$ cat src/rtl/pxstat_pkg.sv
package pxstat_pkg;

    typedef enum logic [1:0] {
        MODE_DARK  = 2'b00,
        MODE_LIGHT = 2'b01,
        MODE_NOISE = 2'b10,
        MODE_ALT   = 2'b11
    } pxmode_e;

    typedef enum logic [2:0] {
        ST_IDLE,
        ST_LINE,
        ST_MEAN_GO,
        ST_MEAN_WAIT,
        ST_PCT_WAIT,
        ST_VAR_WAIT,
        ST_FINISH
    } pxstate_e;

    typedef struct packed {
        logic res_ok;
        logic div0;
        logic var_ok;
    } pxflags_t;

    localparam int PCT_SCALE = 100;
    localparam int PCT_BITS  = 7;

    function automatic int imax(input int a, input int b);
        return (a > b) ? a : b;
    endfunction

endpackage

$ cat src/rtl/pxstat_divu.sv
module pxstat_divu #(
    parameter int NUM_W = 32,
    parameter int DEN_W = 16
) (
    input  logic             clk,
    input  logic             rst,
    input  logic             start,
    input  logic [NUM_W-1:0] num,
    input  logic [DEN_W-1:0] den,
    output logic             done,
    output logic [NUM_W-1:0] quot
);
    localparam int CW = $clog2(NUM_W + 1);

    logic             run;
    logic [CW-1:0]    cnt;
    logic [DEN_W-1:0] rem;
    logic [DEN_W-1:0] den_q;
    logic [NUM_W-1:0] q;
    logic [DEN_W:0]   shifted;
    logic [DEN_W:0]   diff;
    logic             fits;

    always_comb begin
        shifted = {rem, q[NUM_W-1]};
        diff    = shifted - {1'b0, den_q};
        fits    = shifted >= {1'b0, den_q};
    end

    always_ff @(posedge clk) begin
        if (rst) begin
            run   <= 1'b0;
            cnt   <= '0;
            rem   <= '0;
            den_q <= '0;
            q     <= '0;
            done  <= 1'b0;
        end else begin
            done <= 1'b0;
            if (start) begin
                q     <= num;
                rem   <= '0;
                den_q <= den;
                cnt   <= CW'(NUM_W);
                run   <= 1'b1;
            end else if (run) begin
                rem <= fits ? diff[DEN_W-1:0] : shifted[DEN_W-1:0];
                q   <= {q[NUM_W-2:0], fits};
                cnt <= cnt - 1'b1;
                if (cnt == CW'(1)) begin
                    run  <= 1'b0;
                    done <= 1'b1;
                end
            end
        end
    end

    assign quot = q;

    // the controller never restarts a division that is still running
    a_r8_no_restart: assert property (@(posedge clk) disable iff (rst)
        start |-> !run);

    // a finished division leaves the divider idle
    a_r8_done_idle: assert property (@(posedge clk) disable iff (rst)
        done |-> !run);

endmodule

$ cat src/rtl/pxstat_line_acc.sv
module pxstat_line_acc #(
    parameter int DATA_W = 12,
    parameter int PIX    = 10600,
    parameter int IDX_W  = 14,
    parameter int SUM_W  = 26
) (
    input  logic              clk,
    input  logic              rst,
    input  logic              clear,
    input  logic              take,
    input  logic [DATA_W-1:0] din,
    input  logic [DATA_W-1:0] ref_mean,
    input  logic              ref_ok,
    input  logic [IDX_W-1:0]  sel,
    output logic [SUM_W-1:0]  sum_o,
    output logic [DATA_W-1:0] maxdev_o,
    output logic [DATA_W-1:0] sample_o
);
    localparam int CNT_W = $clog2(PIX + 1);

    logic [CNT_W-1:0]  cnt;
    logic              room;
    logic [DATA_W-1:0] absdiff;

    always_comb begin
        room    = cnt < CNT_W'(PIX);
        absdiff = (din >= ref_mean) ? (din - ref_mean) : (ref_mean - din);
    end

    always_ff @(posedge clk) begin
        if (rst || clear) begin
            cnt      <= '0;
            sum_o    <= '0;
            maxdev_o <= '0;
            sample_o <= '0;
        end else if (take && room) begin
            cnt   <= cnt + 1'b1;
            sum_o <= sum_o + SUM_W'(din);
            if (ref_ok && (absdiff > maxdev_o))
                maxdev_o <= absdiff;
            if (cnt == CNT_W'(sel))
                sample_o <= din;
        end
    end

    // never more than PIX pixels enter a line
    a_r1_cnt_cap: assert property (@(posedge clk) disable iff (rst)
        cnt <= CNT_W'(PIX));

    // the peak deviation only grows within a line
    a_r3_peak_mono: assert property (@(posedge clk) disable iff (rst)
        !clear |=> maxdev_o >= $past(maxdev_o));

endmodule

$ cat src/rtl/pxstat_noise_acc.sv
module pxstat_noise_acc #(
    parameter int DATA_W = 12,
    parameter int NLINES = 100,
    parameter int NB     = 7,
    parameter int NSUM_W = 19,
    parameter int NSQ_W  = 31
) (
    input  logic              clk,
    input  logic              rst,
    input  logic              clear,
    input  logic              add,
    input  logic [DATA_W-1:0] sample,
    output logic [NSUM_W-1:0] nsum,
    output logic [NSQ_W-1:0]  nsq,
    output logic [NB-1:0]     ncnt
);
    logic [2*DATA_W-1:0] sq;

    always_comb sq = sample * sample;

    always_ff @(posedge clk) begin
        if (rst || clear) begin
            nsum <= '0;
            nsq  <= '0;
            ncnt <= '0;
        end else if (add) begin
            nsum <= nsum + NSUM_W'(sample);
            nsq  <= nsq + NSQ_W'(sq);
            ncnt <= ncnt + 1'b1;
        end
    end

    // a batch never holds more than NLINES samples
    a_r6_batch_cap: assert property (@(posedge clk) disable iff (rst)
        ncnt <= NB'(NLINES));

endmodule

$ cat src/rtl/pxstat_line_stats.sv
module pxstat_line_stats
    import pxstat_pkg::*;
#(
    parameter  int DATA_W = 12,
    parameter  int PIX    = 10600,
    parameter  int NLINES = 100,
    localparam int IDX_W  = (PIX > 1) ? $clog2(PIX) : 1,
    localparam int PCT_W  = DATA_W + PCT_BITS
) (
    input  logic                clk,
    input  logic                rst,
    input  logic [1:0]          mode,
    input  logic [IDX_W-1:0]    sel_pix,
    input  logic                line_start,
    input  logic                line_end,
    input  logic                pix_vld,
    input  logic [DATA_W-1:0]   pix_data,
    output logic                busy,
    output logic                done,
    output logic                res_valid,
    output logic                err_zero,
    output logic                var_valid,
    output logic [DATA_W-1:0]   mean,
    output logic [DATA_W-1:0]   peak_dev,
    output logic [PCT_W-1:0]    pct,
    output logic [2*DATA_W-1:0] variance
);
    localparam int SUM_W  = DATA_W + $clog2(PIX + 1);
    localparam int NB     = $clog2(NLINES + 1);
    localparam int NSUM_W = DATA_W + NB;
    localparam int NSQ_W  = 2 * DATA_W + NB;
    localparam int VNUM_W = 2 * DATA_W + 2 * NB;
    localparam int NUM_W  = imax(imax(SUM_W, PCT_W), VNUM_W);
    localparam int DEN_W  = imax(imax($clog2(PIX + 1), DATA_W), 2 * NB);

    pxstate_e          state;
    pxmode_e           mode_q;
    logic [IDX_W-1:0]  sel_q;
    logic              have_mean;
    logic [DATA_W-1:0] prev_mean;
    logic [DATA_W-1:0] new_mean;
    logic [PCT_W-1:0]  pct_st;
    logic [2*DATA_W-1:0] var_st;
    pxflags_t          flg;

    logic [SUM_W-1:0]  sum;
    logic [DATA_W-1:0] maxdev;
    logic [DATA_W-1:0] sample;
    logic [NSUM_W-1:0] nsum;
    logic [NSQ_W-1:0]  nsq;
    logic [NB-1:0]     ncnt;

    logic              acc_clear, acc_take, ns_clear, ns_add;
    logic              div_start, div_done;
    logic [NUM_W-1:0]  div_num, quot;
    logic [DEN_W-1:0]  div_den;
    logic              pct_go, var_go;

    always_comb begin
        acc_clear = (state == ST_IDLE) && line_start;
        acc_take  = (state == ST_LINE) && pix_vld;
        ns_clear  = (acc_clear && (pxmode_e'(mode) != MODE_NOISE))
                 || ((state == ST_VAR_WAIT) && div_done);
        ns_add    = (state == ST_MEAN_GO) && (mode_q == MODE_NOISE);
        pct_go    = (mode_q == MODE_LIGHT) && have_mean && (prev_mean != '0);
        var_go    = (mode_q == MODE_NOISE) && (ncnt == NB'(NLINES));
        div_start = 1'b0;
        div_num   = '0;
        div_den   = '0;
        if (state == ST_MEAN_GO) begin
            div_start = 1'b1;
            div_num   = NUM_W'(sum);
            div_den   = DEN_W'(PIX);
        end else if ((state == ST_MEAN_WAIT) && div_done && pct_go) begin
            div_start = 1'b1;
            div_num   = NUM_W'(maxdev) * NUM_W'(PCT_SCALE);
            div_den   = DEN_W'(prev_mean);
        end else if ((state == ST_MEAN_WAIT) && div_done && var_go) begin
            div_start = 1'b1;
            div_num   = NUM_W'(NLINES) * NUM_W'(nsq) - NUM_W'(nsum) * NUM_W'(nsum);
            div_den   = DEN_W'(NLINES * NLINES);
        end
    end

    pxstat_line_acc #(
        .DATA_W(DATA_W), .PIX(PIX), .IDX_W(IDX_W), .SUM_W(SUM_W)
    ) u_acc (
        .clk(clk), .rst(rst), .clear(acc_clear), .take(acc_take),
        .din(pix_data), .ref_mean(prev_mean), .ref_ok(have_mean),
        .sel(sel_q), .sum_o(sum), .maxdev_o(maxdev), .sample_o(sample)
    );

    pxstat_noise_acc #(
        .DATA_W(DATA_W), .NLINES(NLINES), .NB(NB),
        .NSUM_W(NSUM_W), .NSQ_W(NSQ_W)
    ) u_noise (
        .clk(clk), .rst(rst), .clear(ns_clear), .add(ns_add),
        .sample(sample), .nsum(nsum), .nsq(nsq), .ncnt(ncnt)
    );

    pxstat_divu #(.NUM_W(NUM_W), .DEN_W(DEN_W)) u_div (
        .clk(clk), .rst(rst), .start(div_start), .num(div_num),
        .den(div_den), .done(div_done), .quot(quot)
    );

    always_ff @(posedge clk) begin
        if (rst) begin
            state     <= ST_IDLE;
            mode_q    <= MODE_DARK;
            sel_q     <= '0;
            have_mean <= 1'b0;
            prev_mean <= '0;
            new_mean  <= '0;
            pct_st    <= '0;
            var_st    <= '0;
            flg       <= '0;
            done      <= 1'b0;
            res_valid <= 1'b0;
            err_zero  <= 1'b0;
            var_valid <= 1'b0;
            mean      <= '0;
            peak_dev  <= '0;
            pct       <= '0;
            variance  <= '0;
        end else begin
            done <= 1'b0;
            case (state)
                ST_IDLE: if (line_start) begin
                    mode_q <= pxmode_e'(mode);
                    sel_q  <= sel_pix;
                    state  <= ST_LINE;
                end
                ST_LINE: if (line_end) state <= ST_MEAN_GO;
                ST_MEAN_GO: begin
                    pct_st     <= '0;
                    var_st     <= '0;
                    flg.res_ok <= have_mean;
                    flg.div0   <= (mode_q == MODE_LIGHT) && have_mean && (prev_mean == '0);
                    flg.var_ok <= 1'b0;
                    state      <= ST_MEAN_WAIT;
                end
                ST_MEAN_WAIT: if (div_done) begin
                    new_mean <= quot[DATA_W-1:0];
                    if (pct_go)      state <= ST_PCT_WAIT;
                    else if (var_go) state <= ST_VAR_WAIT;
                    else             state <= ST_FINISH;
                end
                ST_PCT_WAIT: if (div_done) begin
                    pct_st <= quot[PCT_W-1:0];
                    state  <= ST_FINISH;
                end
                ST_VAR_WAIT: if (div_done) begin
                    var_st     <= quot[2*DATA_W-1:0];
                    flg.var_ok <= 1'b1;
                    state      <= ST_FINISH;
                end
                ST_FINISH: begin
                    done      <= 1'b1;
                    mean      <= new_mean;
                    peak_dev  <= maxdev;
                    res_valid <= flg.res_ok;
                    err_zero  <= flg.div0;
                    pct       <= pct_st;
                    variance  <= var_st;
                    var_valid <= flg.var_ok;
                    prev_mean <= new_mean;
                    have_mean <= 1'b1;
                    state     <= ST_IDLE;
                end
                default: state <= ST_IDLE;
            endcase
        end
    end

    assign busy = (state != ST_IDLE);

    // done lasts one cycle
    a_r8_done_pulse: assert property (@(posedge clk) disable iff (rst)
        done |=> !done);

    // block is free again when results are presented
    a_r8_idle_on_done: assert property (@(posedge clk) disable iff (rst)
        done |-> !busy);

    // a zero-mean error never comes with a percentage value
    a_r5_err_no_pct: assert property (@(posedge clk) disable iff (rst)
        err_zero |-> (pct == '0));

    // variance validity only appears with a result
    a_r6_var_with_done: assert property (@(posedge clk) disable iff (rst)
        $rose(var_valid) |-> done);

    // no percentage or error outside illuminated mode
    a_r9_dark_no_pct: assert property (@(posedge clk) disable iff (rst)
        (done && (mode_q != MODE_LIGHT)) |-> ((pct == '0) && !err_zero));

endmodule

$ cat config.mk
export PLATFORM = sky130hd
export DESIGN_NAME = pxstat_line_stats
export DESIGN_NICKNAME = d
export VERILOG_FILES = /design/src/rtl/pxstat_pkg.sv /design/src/rtl/pxstat_divu.sv /design/src/rtl/pxstat_line_acc.sv /design/src/rtl/pxstat_noise_acc.sv /design/src/rtl/pxstat_line_stats.sv
export SDC_FILE = /design/constraint.sdc
export NUM_CORES = 2
export LEC_CHECK = 0
export ABC_AREA = 0
export BUFFER_PORTS_ARGS = -buffer_cell sky130_fd_sc_hd__clkbuf_2
export CAP_MARGIN = 20
export CORE_ASPECT_RATIO = 1.25
export CORE_UTILIZATION = 54
export CTS_CLUSTER_DIAMETER = 30
export CTS_CLUSTER_SIZE = 10
export DETAILED_ROUTE_END_ITERATION = 12
export GPL_TIMING_DRIVEN = 0
export PLACE_DENSITY_LB_ADDON = 0.15
export REMOVE_ABC_BUFFERS = 1
export SKIP_CTS_REPAIR_TIMING = 1
export SYNTH_ARGS = -nofsm -noshare
export SYNTH_HDL_FRONTEND = slang
export SYNTH_HIERARCHICAL = 1
export SYNTH_SLANG_ARGS = --single-unit
$ cat constraint.sdc
create_clock -name clk -period 8.3 [get_ports clk]
set_clock_uncertainty 0.2 [all_clocks]
set_input_delay 0.83 -clock clk [delete_from_list [all_inputs] [get_ports clk]]
set_output_delay 0.83 -clock clk [all_outputs]
set_load 0.1 [all_outputs]
# [Yosys cells after proc, flatten, opt, wreduce, memory -nomap -nowiden]
# Cells that the tools add are included.
[word_totals] register_bits=344 latch_bits=0 ramBits=0 romBits=0 input_bits=33 mem_count=0
[op_classes] n_addsub=10 mul=4 n_div=0 order_cmp=4 n_eq_ne=18 n_shift=0 n_mux=33 bitwise_logic=1 reduce_logical=34
[ops] cell="2-to-1 mux 38 bit" count=5
[ops] cell="2-to-1 mux 14 bit" count=4
[ops] cell="case mux 24 bit (2 select lines)" count=1
[ops] cell="multiplier 19 x 19 -> 38 bit" count=1
[ops] cell="case mux 19 bit (2 select lines)" count=1
[ops] cell="subtractor 38 bit" count=1
[ops] cell="multiplier 5 x 31 -> 36 bit (first input constant)" count=1
[ops] cell="adder 31 x 24 -> 31 bit" count=1
[ops] cell="adder 26 x 12 -> 26 bit" count=1
[ops] cell="multiplier 12 x 12 -> 24 bit" count=1
[ops] cell="2-to-1 mux 24 bit" count=1
[ops] cell="subtractor 12 bit" count=2
[ops] cell="adder 19 x 12 -> 19 bit" count=1
[ops] cell="2-to-1 mux 19 bit" count=1
[ops] cell="multiplier 12 x 5 -> 17 bit (second input constant)" count=1
[ops] cell="greater-or-equal comparator 15 x 14 -> 1 bit" count=1
[ops] cell="case mux 3 bit (5 select lines)" count=1
[ops] cell="adder 14 x 1 -> 14 bit (second input constant)" count=1
[ops] cell="equality test 14 bit" count=1
[ops] cell="logical AND 1 bit" count=14
[ops] cell="less-than comparator 14 bit (second input constant)" count=1
[ops] cell="subtractor 14 bit" count=1
[ops] cell="greater-or-equal comparator 12 bit" count=1
[ops] cell="> comparator 12 bit" count=1
[ops] cell="28 further kinds" count=59

# [Longest topological paths before layout]
[depth] ltp_word=7 mapped_depth=30

# [Modules after synthesis]
# Netlist, hierarchy kept.
[by_module_without_submodules] mod="pxstat_line_stats" instances=1 cells_each=2620 area_each_um2=21898.5 seq_area_each_um2=2982.9
[by_module_without_submodules] mod="pxstat_noise_acc" instances=1 cells_each=936 area_each_um2=7777.5 seq_area_each_um2=1141.1
[by_module_without_submodules] mod="pxstat_line_acc" instances=1 cells_each=594 area_each_um2=4668.2 seq_area_each_um2=1281.2
[by_module_without_submodules] mod="pxstat_divu" instances=1 cells_each=500 area_each_um2=4078.9 seq_area_each_um2=1481.4

# [Worst setup path after synthesis]
# OpenSTA, ideal clock, no wires.
[synth_timing] kind="register to register" from="register u_noise.nsum[15]" to="register u_div.q[37] (netlist: u_div/quot[37])" arrival_time_ps=6922 slack_ps=1050 stages_incl_launch_ff=28 n_path_buf=3 cell_sequence="dfxtp_1 > clkbuf_1 > clkbuf_1 > nand2_1 > fa_1 > inv_1 > fa_1 > fa_1 > inv_1 > fa_1 > fa_1 > fa_1 > inv_1 > fa_1 > inv_1 > ha_1 > clkbuf_1 > a21o_1 > a21o_1 > a221oi_1 > o21bai_1 > a31oi_1 > o21ai_1 > a211o_1 > xnor2_1 > nor2_1 > a21oi_1 > nor2_1"
[synth_between] elab_chain_len=6
[synth_rtl] element="from (decl)" line_no="pxstat_noise_acc.sv:13" source="output logic [NSUM_W-1:0] nsum,"
[synth_rtl] element="from (signal assigned)" line_no="pxstat_noise_acc.sv:27" source="nsum <= nsum + NSUM_W'(sample);"
[synth_rtl] element="multiplier 19 x 19 -> 38 bit" line_no="pxstat_line_stats.sv:80" source="div_num = NUM_W'(NLINES) * NUM_W'(nsq) - NUM_W'(nsum) * NUM_W'(nsum);"
[synth_rtl] element="subtractor 38 bit" line_no="pxstat_line_stats.sv:80"
[synth_rtl] element="2-to-1 mux 38 bit" line_no="pxstat_line_stats.sv:78" source="end else if ((state == ST_MEAN_WAIT) && div_done && var_go) begin"
[synth_rtl] element="2-to-1 mux 38 bit" line_no="pxstat_line_stats.sv:74" source="end else if ((state == ST_MEAN_WAIT) && div_done && pct_go) begin"
[synth_rtl] element="2-to-1 mux 38 bit" line_no="pxstat_line_stats.sv:70" source="if (state == ST_MEAN_GO) begin"
[synth_rtl] element="via div_num[37]" line_no="pxstat_line_stats.sv:55" source="logic [NUM_W-1:0] div_num, quot;"
[synth_rtl] element="2-to-1 mux 38 bit" line_no="pxstat_divu.sv:40" source="if (start) begin"
[synth_rtl] element="to (signal assigned)" line_no="pxstat_divu.sv:41" source="q <= num;"
[synth_rtl] element="to (signal assigned)" line_no="pxstat_divu.sv:48" source="q <= {q[NUM_W-2:0], fits};"
[synth_rtl] element="to (decl)" line_no="pxstat_divu.sv:19" source="logic [NUM_W-1:0] q;"
# The timed path passes the listed nets, and every way through them passes these cells.
# A chain may end at the register's enable or synchronous reset.

# [Worst setup path after layout]
[layout_timing] from="register u_noise.nsum[16]" to="register u_div.q[37] (netlist: u_div/quot[37])"
# The elaborated chain is that of the path after synthesis.

==> reports/metrics.csv <==
stage;metric;value;unit
detailed_routing;via_count;31400;
critical_path;cp_data_required_time;8.56;ns
timing;tightest_slew;1.19;ns
critical_path;r2r_end;u_div/quot[37];
floorplanning;start_util;54.5;%
floorplanning;rows;109;
power;power.density;138;nW/um2
detailed_routing;drc;0;
grt;overflow;0;
synth;synth_top_area_cell;fa_1;
power;power.sequential.fraction;29.9;%
critical_path;r2r-start;u_noise/nsum[16];
synth;synthTopCellsByArea;fa_1 (22%), dfxtp_1 (18%), ha_1 (14%);
power;power_leakage;20.1;nW
critical_path;cp_cell_sequence;inv_1 > nor2_1 > inv_1 > fa_1 > fa_1 > fa_1 > fa_1 > fa_1 > fa_1 > inv_1 > fa_1 > inv_1 > ha_1 > a21oi_1 > o21ai_0 > a221oi_1 > o21bai_1 > a31oi_1 > o21ai_1 > a211o_1 > xnor2_1 > nor2_1 > a21oi_1 > nor2_1;
outcome;status;finished clean;
grt;antenna_found_initial;0;
critical_path;critPathKind;reg -> reg;
grt;grt_start_max_net_pins;151;
place;portBuffers;104;
timing;rsz0062_at_grt;false;
floorplanning;die_w;241;um
synth;synth_seq_area_share;17.9;%
power;power_frac_clock;54.4;%
critical_path;crit_fanout;21;
grt;grt_pass1_vias;31500;
timing;relSlewSlack;20.5;%
hold_path;min_path_cells;3;
timing;fin_crit_sh;95.8;%
critical_path;cpMostUsedCell;fa_1;
cells_and_area;fillCellCount;6295;
power;switchingPower;1.71;mW
floorplanning;io_pins;105;
detailed_routing;dr.pass1.iters;7;
critical_path;critPathLaunchType;flip-flop;
timing;period_needed;7.95;ns
critical_path;r2r_setup_slack;0.35;ns
detailed_routing;drtAntennaViolNets;0;
synth;ys_ff_latch;344;
critical_path;cp-end-kind;flip-flop;
timing;fin_ws;0.351;ns
synth;ys.flop_type;dfxtp_1;
floorplanning;fp.dieArea;72200;um2
timing;hold_violations;0;
synth;avgSynthCellArea;8.26;um2
clock_tree;cts_tree;yes;
run;cap_violations;0;
timing;setup_viol;0;
cells_and_area;diodes;0;
timing;clock.fmax;126;MHz
place;dp_hpwl;76.8;mm
clock_tree;cts_buffer_depth;3;
power;vdd_drop_max;0.158;mV
synth;synth_edf_count;0;
power;pwr-share-comb;15.7;%
timing;setup_tns;0;ns
clock_tree;cts_made_buffers;75;
cells_and_area;layout-drive-gt1-share;7.65;%
floorplanning;die_y;300;um
clock_tree;clock_latency;0.64;ns
hold_path;hp-class;in -> reg;
critical_path;critPathSlowestCell;fa_1;
hold_path;whs_endpoint;sel_q[0];
cells_and_area;final_nets;5539;
grt;grt_pass1_wl;163;mm
synth;async_flop_share;0;%
place;place.gp.congestion;0.929;
synth;yosysWarnings;6;
grt;grt_usage;28.5;%
power;cell_internal_pwr;4.18;mW
clock_tree;htreeDepth;3;
place;pre_cts_ws;-0.417;ns
synth;syn_inst;4650;
synth;synth_area;38400;um2
clock_tree;path_clk_slew;0.06;ns
timing;slew_violations;0;
synth;ys_types;114;
detailed_routing;via_per_inst;5.55;
floorplanning;coreArea;70500;um2
critical_path;critical_path_arrival;8.21;ns
cells_and_area;area_delta_synth_final;11.2;%
clock_tree;clock-sinks;344;
detailed_routing;wire_per_inst;17.8;um
synth;synth_top_area_share;22.3;%
hold_path;hp-start;sel_pix[0];
detailed_routing;detail_route.wirelength;101;mm
critical_path;r2r_cells;24;
critical_path;cp_slowest_stage_delay;0.55;ns
clock_tree;cts_root_buf;clkbuf_16;
power;power.share.switching;29.0;%
detailed_routing;drtIter0Drc;1770;
==> power by group through the flow <==
stage / Combinational (mW) / Clock [mW] / Sequential, mW
3_3_place_gp: 0.862 / 0 / 1.79
3_5_place_dp: 0.893 / 0 / 1.79
6_report: 0.924 / 3.20 / 1.76
4_1_cts: 0.899 / 3.25 / 1.76
2_1_floorplan: 0.630 / 0 / 1.77
5_1_grt: 1.00 / 3.34 / 1.77
==> cell usage in the layout, fill, tap and decap left out, drive strengths merged, types with 50 or more instances in the layout <==
cell    synthesis  layout
a21o           66      66
fa            428     428
inv           861     862
and2           72      72
a21oi         343     343
ha            416     416
dfxtp         344     344
nor2          333     333
nand2         547     547
mux2i          82      82
xnor2          99      99
xor2           65      65
nand3          82      82
nor3           50      50
clkbuf        154     196
o21ai         139     139
==> how the worst max path moves through the flow <==
stage,from,endpoint,slack (ns),cells past startpoint
global route,u_noise/nsum[16],u_div/quot[37],0.02,24
CTS,u_noise/nsum[8],u_div/quot[37],-0.54,24
finish,u_noise/nsum[16],u_div/quot[37],0.35,24
floorplan,u_noise/nsum[16],u_div/quot[37],1.24,24
global placement,state[1],u_noise/nsq[14],-2.34,6
detailed placement,u_noise/nsum[2],u_div/quot[37],-0.42,24
==> through the flow <==
step	total power [mW]	hold WS [ns]	instance area (um2)	util, %	cells
final	5.89	0.211	42700	60.6	5665
after detailed placement	2.69	0.242	39800	56.5	5522
after global routing	6.11	0.215	42700	60.6	5665
after floorplan	2.40	0.225	37600	-	4450
after global placement	2.65	0.237	39300	55.8	5497
after CTS	5.91	0.192	42600	60.4	5659
==> sequential cells by signal, summed over array words and instances (netlist names), 19 cells and up <==
signal,cells
variance,24
u_acc/sum_o,26
u_noise/nsq,31
var_st,24
u_noise/nsum,19
u_div/quot,38
pct_st,19
pct,19
==> logic make-up after synthesis <==
kind of cell / Yosys count / share of synthesized area [%]
simple gates: 1278 / 15.0
flops: 344 / 17.9
compound gates: 870 / 14.7
other cells: 1 / 0.00976
buf+inv: 1064 / 10.5
xor+xnor: 164 / 3.74
mux: 85 / 2.22
fa+ha+maj: 844 / 35.8
==> Yosys cell counts, types with 20 or more instances <==
master and count:
inv_1 861, nand2_1 546, fa_1 428, ha_1 416, dfxtp_1 344, a21oi_1 338, nor2_1 333, clkbuf_1 153
o21ai_0 112, xnor2_1 99, mux2i_1 82, nand3_1 80, and2_1 72, xor2_1 65, a21o_1 64, nor3_1 49
a31oi_1 37, nand4_1 37, a22oi_1 36, a211oi_1 31, o21a_1 29, or3_1 26, buf_2 24, o21ai_1 24
and3_1 22, nor2b_1 21, o211ai_1 20
==> cell type report <==
class	instances	area, um2	area share (%)
Multi-Input combinational cell	3242	27500	64.4
Clock inverter	45	668	1.56
Inverter	864	3250	7.60
Timing Repair Buffer	135	1090	2.56
Clock buffer	92	2080	4.87
Sequential cell	344	6930	16.2
Tap cell	943	1180	2.76
==> critical path: cells and delay by family, from the launching register on <==
| kind | cells | cell delay [ns] |
|---|---|---|
| adder cells (fa/ha/maj) | 8 | 4.05 |
| AO/OA/AOI/OAI | 8 | 1.91 |
| flip-flops | 1 | 0.53 |
| buffers and inverters | 4 | 0.47 |
| AND/OR/NAND/NOR | 3 | 0.47 |
| XOR/XNOR | 1 | 0.16 |
==> per-layer routing <==
layer / wire [um] / vias up / part of all wire (%) / track usage, %
met5: 0 / - / 0 / 0
met4: 4470 / 0 / 4.4 / 12.9
met3: 4820 / 213 / 4.8 / 4.01
met2: 51200 / 737 / 51 / 51.3
met1: 40400 / 15300 / 40 / 33.2
li1: - / 15200 / - / -
Note: power is estimated with default switching activity, not from simulation.
